==> src/rtl/rstSupPkg.sv <==
package rstSupPkg;

  typedef enum logic [2:0] {
    ST_IDLE,
    ST_DEBOUNCE,
    ST_SETTLE,
    ST_WAIT_REL,
    ST_PULSE,
    ST_PFAIL,
    ST_RECOVER
  } supState_t;

  typedef enum logic [1:0] {
    LD_DEBOUNCE,
    LD_PULSE,
    LD_RECOVER,
    LD_SETTLE
  } loadSel_t;

  // strobes from control to datapath
  typedef struct packed {
    logic     load;     // load the timer this cycle
    loadSel_t sel;      // which duration to load
    logic     stepClk;  // count clocks instead of ticks
    logic     edgeArm;  // allow edge strobes (block not driving)
  } ctrlStrobes_t;

endpackage

==> src/rtl/rstSupData.sv <==
module rstSupData
  import rstSupPkg::*;
#(
  parameter int DEBOUNCE_TICKS = 20,
  parameter int PULSE_TICKS    = 250,
  parameter int RECOVER_TICKS  = 250,
  parameter int SYNC_STAGES    = 2
) (
  input  logic         clk,
  input  logic         rstN,
  input  logic         lineSense,
  input  logic         powerFail,
  input  logic         oscRunning,
  input  logic         msTick,
  input  ctrlStrobes_t strobes,
  output logic         lineLow,
  output logic         fallSeen,
  output logic         riseSeen,
  output logic         pfSync,
  output logic         oscSync,
  output logic         cntZero
);

  localparam int SETTLE_CLKS = SYNC_STAGES + 2;
  localparam int MAX_A = (DEBOUNCE_TICKS > PULSE_TICKS) ? DEBOUNCE_TICKS : PULSE_TICKS;
  localparam int MAX_B = (RECOVER_TICKS > SETTLE_CLKS) ? RECOVER_TICKS : SETTLE_CLKS;
  localparam int MAX_CNT = (MAX_A > MAX_B) ? MAX_A : MAX_B;
  localparam int CNT_W = $clog2(MAX_CNT + 1);
  localparam int N_SYNC = 3;
  localparam logic [N_SYNC-1:0] SYNC_RST = 3'b001;  // line idles high

  logic [N_SYNC-1:0] rawIn;
  logic [N_SYNC-1:0] syncOut;
  assign rawIn = {oscRunning, powerFail, lineSense};

  for (genvar ch = 0; ch < N_SYNC; ch++) begin : g_sync
    logic [SYNC_STAGES-1:0] stages;
    always_ff @(posedge clk or negedge rstN) begin
      if (!rstN) stages <= {SYNC_STAGES{SYNC_RST[ch]}};
      else       stages <= {stages[SYNC_STAGES-2:0], rawIn[ch]};
    end
    assign syncOut[ch] = stages[SYNC_STAGES-1];
  end

  logic lineLvl, prevLvl;
  assign lineLvl = syncOut[0];
  assign pfSync  = syncOut[1];
  assign oscSync = syncOut[2];
  assign lineLow = !lineLvl;

  always_ff @(posedge clk or negedge rstN) begin
    if (!rstN) prevLvl <= 1'b1;
    else       prevLvl <= lineLvl;
  end

  assign fallSeen = strobes.edgeArm && prevLvl && !lineLvl;
  assign riseSeen = strobes.edgeArm && !prevLvl && lineLvl;

  logic [CNT_W-1:0] cnt, loadVal;

  always_comb begin
    unique case (strobes.sel)
      LD_DEBOUNCE: loadVal = CNT_W'(DEBOUNCE_TICKS);
      LD_PULSE:    loadVal = CNT_W'(PULSE_TICKS);
      LD_RECOVER:  loadVal = CNT_W'(RECOVER_TICKS);
      default:     loadVal = CNT_W'(SETTLE_CLKS);
    endcase
  end

  always_ff @(posedge clk or negedge rstN) begin
    if (!rstN)                                          cnt <= '0;
    else if (strobes.load)                              cnt <= loadVal;
    else if (cnt != '0 && (msTick || strobes.stepClk))  cnt <= cnt - 1'b1;
  end

  assign cntZero = (cnt == '0);

  // the timer moves only on a tick or a settle step
  assert_timer_idle_R10: assert property (@(posedge clk) disable iff (!rstN)
    (!strobes.load && !msTick && !strobes.stepClk) |=> $stable(cnt));

  // a load places a non-zero count
  assert_load_nonzero_R2: assert property (@(posedge clk) disable iff (!rstN)
    strobes.load |=> !cntZero);

endmodule

==> src/rtl/rstSupCtrl.sv <==
module rstSupCtrl
  import rstSupPkg::*;
(
  input  logic         clk,
  input  logic         rstN,
  input  logic         lineLow,
  input  logic         fallSeen,
  input  logic         riseSeen,
  input  logic         pfSync,
  input  logic         oscSync,
  input  logic         cntZero,
  output ctrlStrobes_t strobes,
  output logic         driveLow
);

  supState_t state, nextState;
  logic nextDrive;

  always_comb begin
    nextState       = state;
    strobes.load    = 1'b0;
    strobes.sel     = LD_DEBOUNCE;
    strobes.stepClk = (state == ST_SETTLE);
    strobes.edgeArm = (state == ST_IDLE) || (state == ST_WAIT_REL);
    if (pfSync) begin
      nextState = ST_PFAIL;
    end else begin
      unique case (state)
        ST_IDLE: if (fallSeen) begin
          nextState    = ST_DEBOUNCE;
          strobes.load = 1'b1;
          strobes.sel  = LD_DEBOUNCE;
        end
        ST_DEBOUNCE: if (cntZero) begin
          nextState    = ST_SETTLE;
          strobes.load = 1'b1;
          strobes.sel  = LD_SETTLE;
        end
        ST_SETTLE: if (cntZero) nextState = lineLow ? ST_WAIT_REL : ST_IDLE;
        ST_WAIT_REL: if (riseSeen) begin
          nextState    = ST_PULSE;
          strobes.load = 1'b1;
          strobes.sel  = LD_PULSE;
        end
        ST_PULSE: if (cntZero) nextState = ST_IDLE;
        ST_PFAIL: begin
          if (oscSync) begin
            nextState    = ST_RECOVER;
            strobes.load = 1'b1;
            strobes.sel  = LD_RECOVER;
          end else begin
            nextState = ST_IDLE;
          end
        end
        ST_RECOVER: if (cntZero) nextState = ST_IDLE;
        default: nextState = ST_IDLE;
      endcase
    end
  end

  assign nextDrive = (nextState == ST_DEBOUNCE) || (nextState == ST_PULSE) ||
                     (nextState == ST_PFAIL)    || (nextState == ST_RECOVER);

  always_ff @(posedge clk or negedge rstN) begin
    if (!rstN) begin
      state    <= ST_IDLE;
      driveLow <= 1'b0;
    end else begin
      state    <= nextState;
      driveLow <= nextDrive;
    end
  end

  // a synchronized power fail always lands in the fail state
  assert_pfail_takes_over_R7: assert property (@(posedge clk) disable iff (!rstN)
    pfSync |=> (state == ST_PFAIL) && driveLow);

  // no press strobe while the block pulls the line itself
  assert_no_self_press_R6: assert property (@(posedge clk) disable iff (!rstN)
    driveLow |-> !fallSeen);

  // a stretched pulse begins only from waiting for release
  assert_pulse_after_wait_R4: assert property (@(posedge clk) disable iff (!rstN)
    (state == ST_PULSE && $past(state) != ST_PULSE) |-> $past(state) == ST_WAIT_REL);

  // leaving the fail state without an oscillator goes straight to idle
  assert_skip_recover_R9: assert property (@(posedge clk) disable iff (!rstN)
    ($past(state) == ST_PFAIL && state != ST_PFAIL && !$past(oscSync)) |-> state == ST_IDLE);

  // recovery is entered only with the oscillator running
  assert_recover_needs_osc_R8: assert property (@(posedge clk) disable iff (!rstN)
    (state == ST_RECOVER && $past(state) == ST_PFAIL) |-> $past(oscSync));

endmodule

==> src/rtl/resetSupervisor.sv <==
module resetSupervisor
  import rstSupPkg::*;
#(
  parameter int DEBOUNCE_TICKS = 20,
  parameter int PULSE_TICKS    = 250,
  parameter int RECOVER_TICKS  = 250,
  parameter int SYNC_STAGES    = 2
) (
  input  logic clk,
  input  logic rstN,
  input  logic lineSense,
  input  logic powerFail,
  input  logic oscRunning,
  input  logic msTick,
  output logic driveLow
);

  ctrlStrobes_t strobes;
  logic lineLow, fallSeen, riseSeen, pfSync, oscSync, cntZero;

  rstSupData #(
    .DEBOUNCE_TICKS(DEBOUNCE_TICKS),
    .PULSE_TICKS   (PULSE_TICKS),
    .RECOVER_TICKS (RECOVER_TICKS),
    .SYNC_STAGES   (SYNC_STAGES)
  ) i_data (
    .clk       (clk),
    .rstN      (rstN),
    .lineSense (lineSense),
    .powerFail (powerFail),
    .oscRunning(oscRunning),
    .msTick    (msTick),
    .strobes   (strobes),
    .lineLow   (lineLow),
    .fallSeen  (fallSeen),
    .riseSeen  (riseSeen),
    .pfSync    (pfSync),
    .oscSync   (oscSync),
    .cntZero   (cntZero)
  );

  rstSupCtrl i_ctrl (
    .clk     (clk),
    .rstN    (rstN),
    .lineLow (lineLow),
    .fallSeen(fallSeen),
    .riseSeen(riseSeen),
    .pfSync  (pfSync),
    .oscSync (oscSync),
    .cntZero (cntZero),
    .strobes (strobes),
    .driveLow(driveLow)
  );

  // nothing drives the line while reset is held
  assert_quiet_in_reset_R1: assert property (@(posedge clk)
    !rstN |=> !driveLow);

endmodule

==> config.mk <==
export PLATFORM = sky130hd
export DESIGN_NAME = resetSupervisor
export DESIGN_NICKNAME = d
export VERILOG_FILES = /design/src/rtl/rstSupPkg.sv /design/src/rtl/rstSupData.sv /design/src/rtl/rstSupCtrl.sv /design/src/rtl/resetSupervisor.sv
export SDC_FILE = /design/constraint.sdc
export NUM_CORES = 1
export LEC_CHECK = 0
export BUFFER_PORTS_ARGS = -buffer_cell sky130_fd_sc_hd__buf_2
export CAP_MARGIN = 25
export CORE_ASPECT_RATIO = 0.75
export CORE_UTILIZATION = 38
export CTS_BUF_LIST = sky130_fd_sc_hd__clkbuf_4
export CTS_CLUSTER_SIZE = 14
export DETAILED_ROUTE_END_ITERATION = 8
export RECOVER_POWER = 100
export SLEW_MARGIN = 5
export SYNTH_ARGS = -nofsm -noshare
export SYNTH_HDL_FRONTEND = slang
export SYNTH_HIERARCHICAL = 1
export SYNTH_SLANG_ARGS = --single-unit
==> constraint.sdc <==
create_clock -name clk -period 2.3 [get_ports clk]
set_clock_uncertainty 0.1 [all_clocks]
set_input_delay 0.46 -clock clk [delete_from_list [all_inputs] [get_ports clk]]
set_output_delay 0.46 -clock clk [all_outputs]
set_load 0.005 [all_outputs]
==> flow_summary.ini <==
[cts]
htree_num_levels = 1
clockRootBuffer = clkbuf_4
cts_max_path_buffers = 2
clock_sinks = 19
path_clk_slew_ns = 0.11
clkLatencyLatePin_ns = 0.30
cts_tree = built
cts-buffers-inserted = 3

[setup_path]
path_max_fanout = 5
start_kind = flip-flop
worstPathCellList = inv_1 -> ha_2 -> nor3b_4 -> and2_4 -> mux2i_2 -> nor3_2 -> ha_1 -> nand2b_1 -> and3_1
cp_data_arrival_time_ns = 2.28
worstSetupPathType = flip-flop to flip-flop
critical-path-max-stage-delay_ns = 0.42
cp-end-kind = flip-flop
slowest_stage = dfrtp_1
cp.required_ns = 2.40

[timing]
worst_hold_slack_ns = 0.143
period_minus_slack_ns = 2.18
fin_ws_ns = 0.120
finalHoldViolCount = 0
worstMarginPinSlew_ns = 1.02
final-max-slew-violation-count = 0
fmaxAchievable_mhz = 459
final.period_utilization = 0.948
relSlewSlack = 0.321
fin_setup_tns_ns = 0
setup_viol = 0

[cells_and_area]
stdcell_area_um2 = 1220
n_fill_cell = 255
fin_cells = 155
final_core_util = 0.471
area_growth_pct = 17.4
layout-drive-gt1-share = 0.286
diodes = 0
multi_input_area_um2 = 542
layout.area.seq_um2 = 479
nets = 128

[job]
max_cap_violations = 0

[logic_synthesis]
synth_async_sr_flop_share = 1.00
yosysUniqueCellTypes = 41
synth_area_um2 = 1040
synth_common_cells = 16 x dfrtp_1, 10 x nor2_1, 5 x nand2b_1
synthTopCellsByArea = dfrtp_1 38%, dfstp_2 7.6%, nor2_1 3.6%
syn_area_per_cell_um2 = 10.3
synth_ff_type = dfrtp_1
synth.most_common_cell = dfrtp_1
synth-seq-area-share = 0.459
synthCells = 101
ys_ff_latch = 19
synthesis.nets = 109
yosys_warnings = 6
synth_edf_count = 0
yosys.area.top_type = dfrtp_1
synth_top_area_frac = 0.384

[floorplanning]
start_util = 0.401
fp.dieH_um = 47.4
dieArea_um2 = 2960
die_w_um = 62.5
io_pins = 7
fp-row-count = 16
core_um2 = 2600

[place]
placedCellCount = 147
hpwl_mm = 1.52
place_area_um2 = 1140
routabilityCongestion = 0.809
port_buffers = 6
dp_slack_ns = 0.0301

[drt]
drt-pass1-iter-count = 4
drc = 0
wl_mm = 2.06
wl_per_cell_um = 13.3
viasPerCell = 5.06
routed-via-count = 785
drt_iter0_markers = 16
drtAntennaViolNets = 0

[hold_path]
min_path_type = input port to flip-flop

[global_routing]
grt_usage = 0.153
grt_first_pass_wirelength_mm = 3.26
antenna_found_initial = 0
grt_max_degree = 20
grt-ovfl-total = 0
grt_pass1_vias = 701

[power_and_ir_drop]
p_total_mw = 1.02
p_per_area_nw_per_um2 = 833
peakVddDrop_mv = 0.433
leakage_nw = 0.522

[outcome]
status = finished clean
cells in the final DEF, fill, tap and decap left out, drive strengths merged, types with 3 or more instances in the layout:
cell type | synthesis | layout
or2 | 3 | 3
o21ai | 5 | 5
nor2b | 4 | 4
and3b | 3 | 3
nand2 | 3 | 3
clkbuf | 0 | 4
buf | 3 | 15
nand2b | 5 | 5
dfrtp | 16 | 16
mux2i | 3 | 3
xnor2 | 4 | 4
dfstp | 3 | 3
nor3 | 3 | 3
nor2 | 10 | 10
inv | 4 | 4
a21oi | 4 | 4
worst paths after layout:
check	startpoint	endpoint	slack [ns]	depth (start not counted)
max	i_data/cnt[1]	i_data/cnt[5]	0.12	9
min	lineSense	i_data/g_sync[0].stages[0]	0.14	1
max reg2reg	i_data/cnt[1]	i_data/cnt[5]	0.12	9
min reg2reg	i_data/g_sync[2].stages[0]	i_data/g_sync[2].stages[1]	0.26	0
max in group asynchronous	rstN	i_data/g_sync[2].stages[0]	0.75	2
min in group asynchronous	rstN	i_data/cnt[7]	0.74	2
report_power, final:
part | internal, mW | total (mW) | switching (mW)
logic | 0.178 | 0.334 | 0.156
registers | 0.414 | 0.512 | 0.0984
clock network | 0.0662 | 0.174 | 0.107
repair_timing:
action                                  CTS  global route
setup buffers                             0             3
hold buffers                              1             0
endpoints found under the setup margin    0             7
endpoints found under the hold margin    16             0
resized for setup                         0             7
metal layers:
| metal | up-vias | global-route usage | share of wire |
|---|---|---|---|
| met5 | - | 0 | 0 |
| met4 | 0 | 0.0651 | 0.010 |
| met3 | 2 | 0.0510 | 0.037 |
| met2 | 11 | 0.207 | 0.42 |
| met1 | 374 | 0.221 | 0.53 |
| li1 | 398 | - | - |
layout make-up:
| class | instances | share of cell area |
|---|---|---|
| multi-input cells | 75 | 0.442 |
| well taps | 36 | 0.0368 |
| flip-flops and latches | 19 | 0.391 |
| clock buffers | 3 | 0.0184 |
| inverters | 4 | 0.0123 |
| clock inverters | 1 | 0.00613 |
| repair buffers | 17 | 0.0930 |
kinds of logic (layout without fill, tap and decap cells):
logic type                 count (synthesis)  count (layout)  synth area share
and+or+nand+nor                           46              46             0.281
AOI/OAI and AO/OA                         19              19             0.125
DFF                                       19              19             0.459
buffers and inverters                      7              25            0.0408
xor gates and xnor gates                   5               5            0.0420
muxes                                      3               3            0.0288
adders and majority gates                  2               2            0.0240
registers in the layout, indices dropped and copies added (netlist names):
signal                flops
i_data/g_sync.stages      6
i_data/cnt                8
i_ctrl/driveLow           1
i_data/prevLvl            1
i_ctrl/state              3
worst max-delay path, delay by kind of cell, from the launching register on:
| family | cells | cell delay (ns) |
|---|---|---|
| fa+ha+maj | 2 | 0.48 |
| buf+inv | 1 | 0.07 |
| flops | 1 | 0.42 |
| mux | 1 | 0.09 |
| simple gates | 5 | 0.92 |
(Power assumes the default switching activity.)
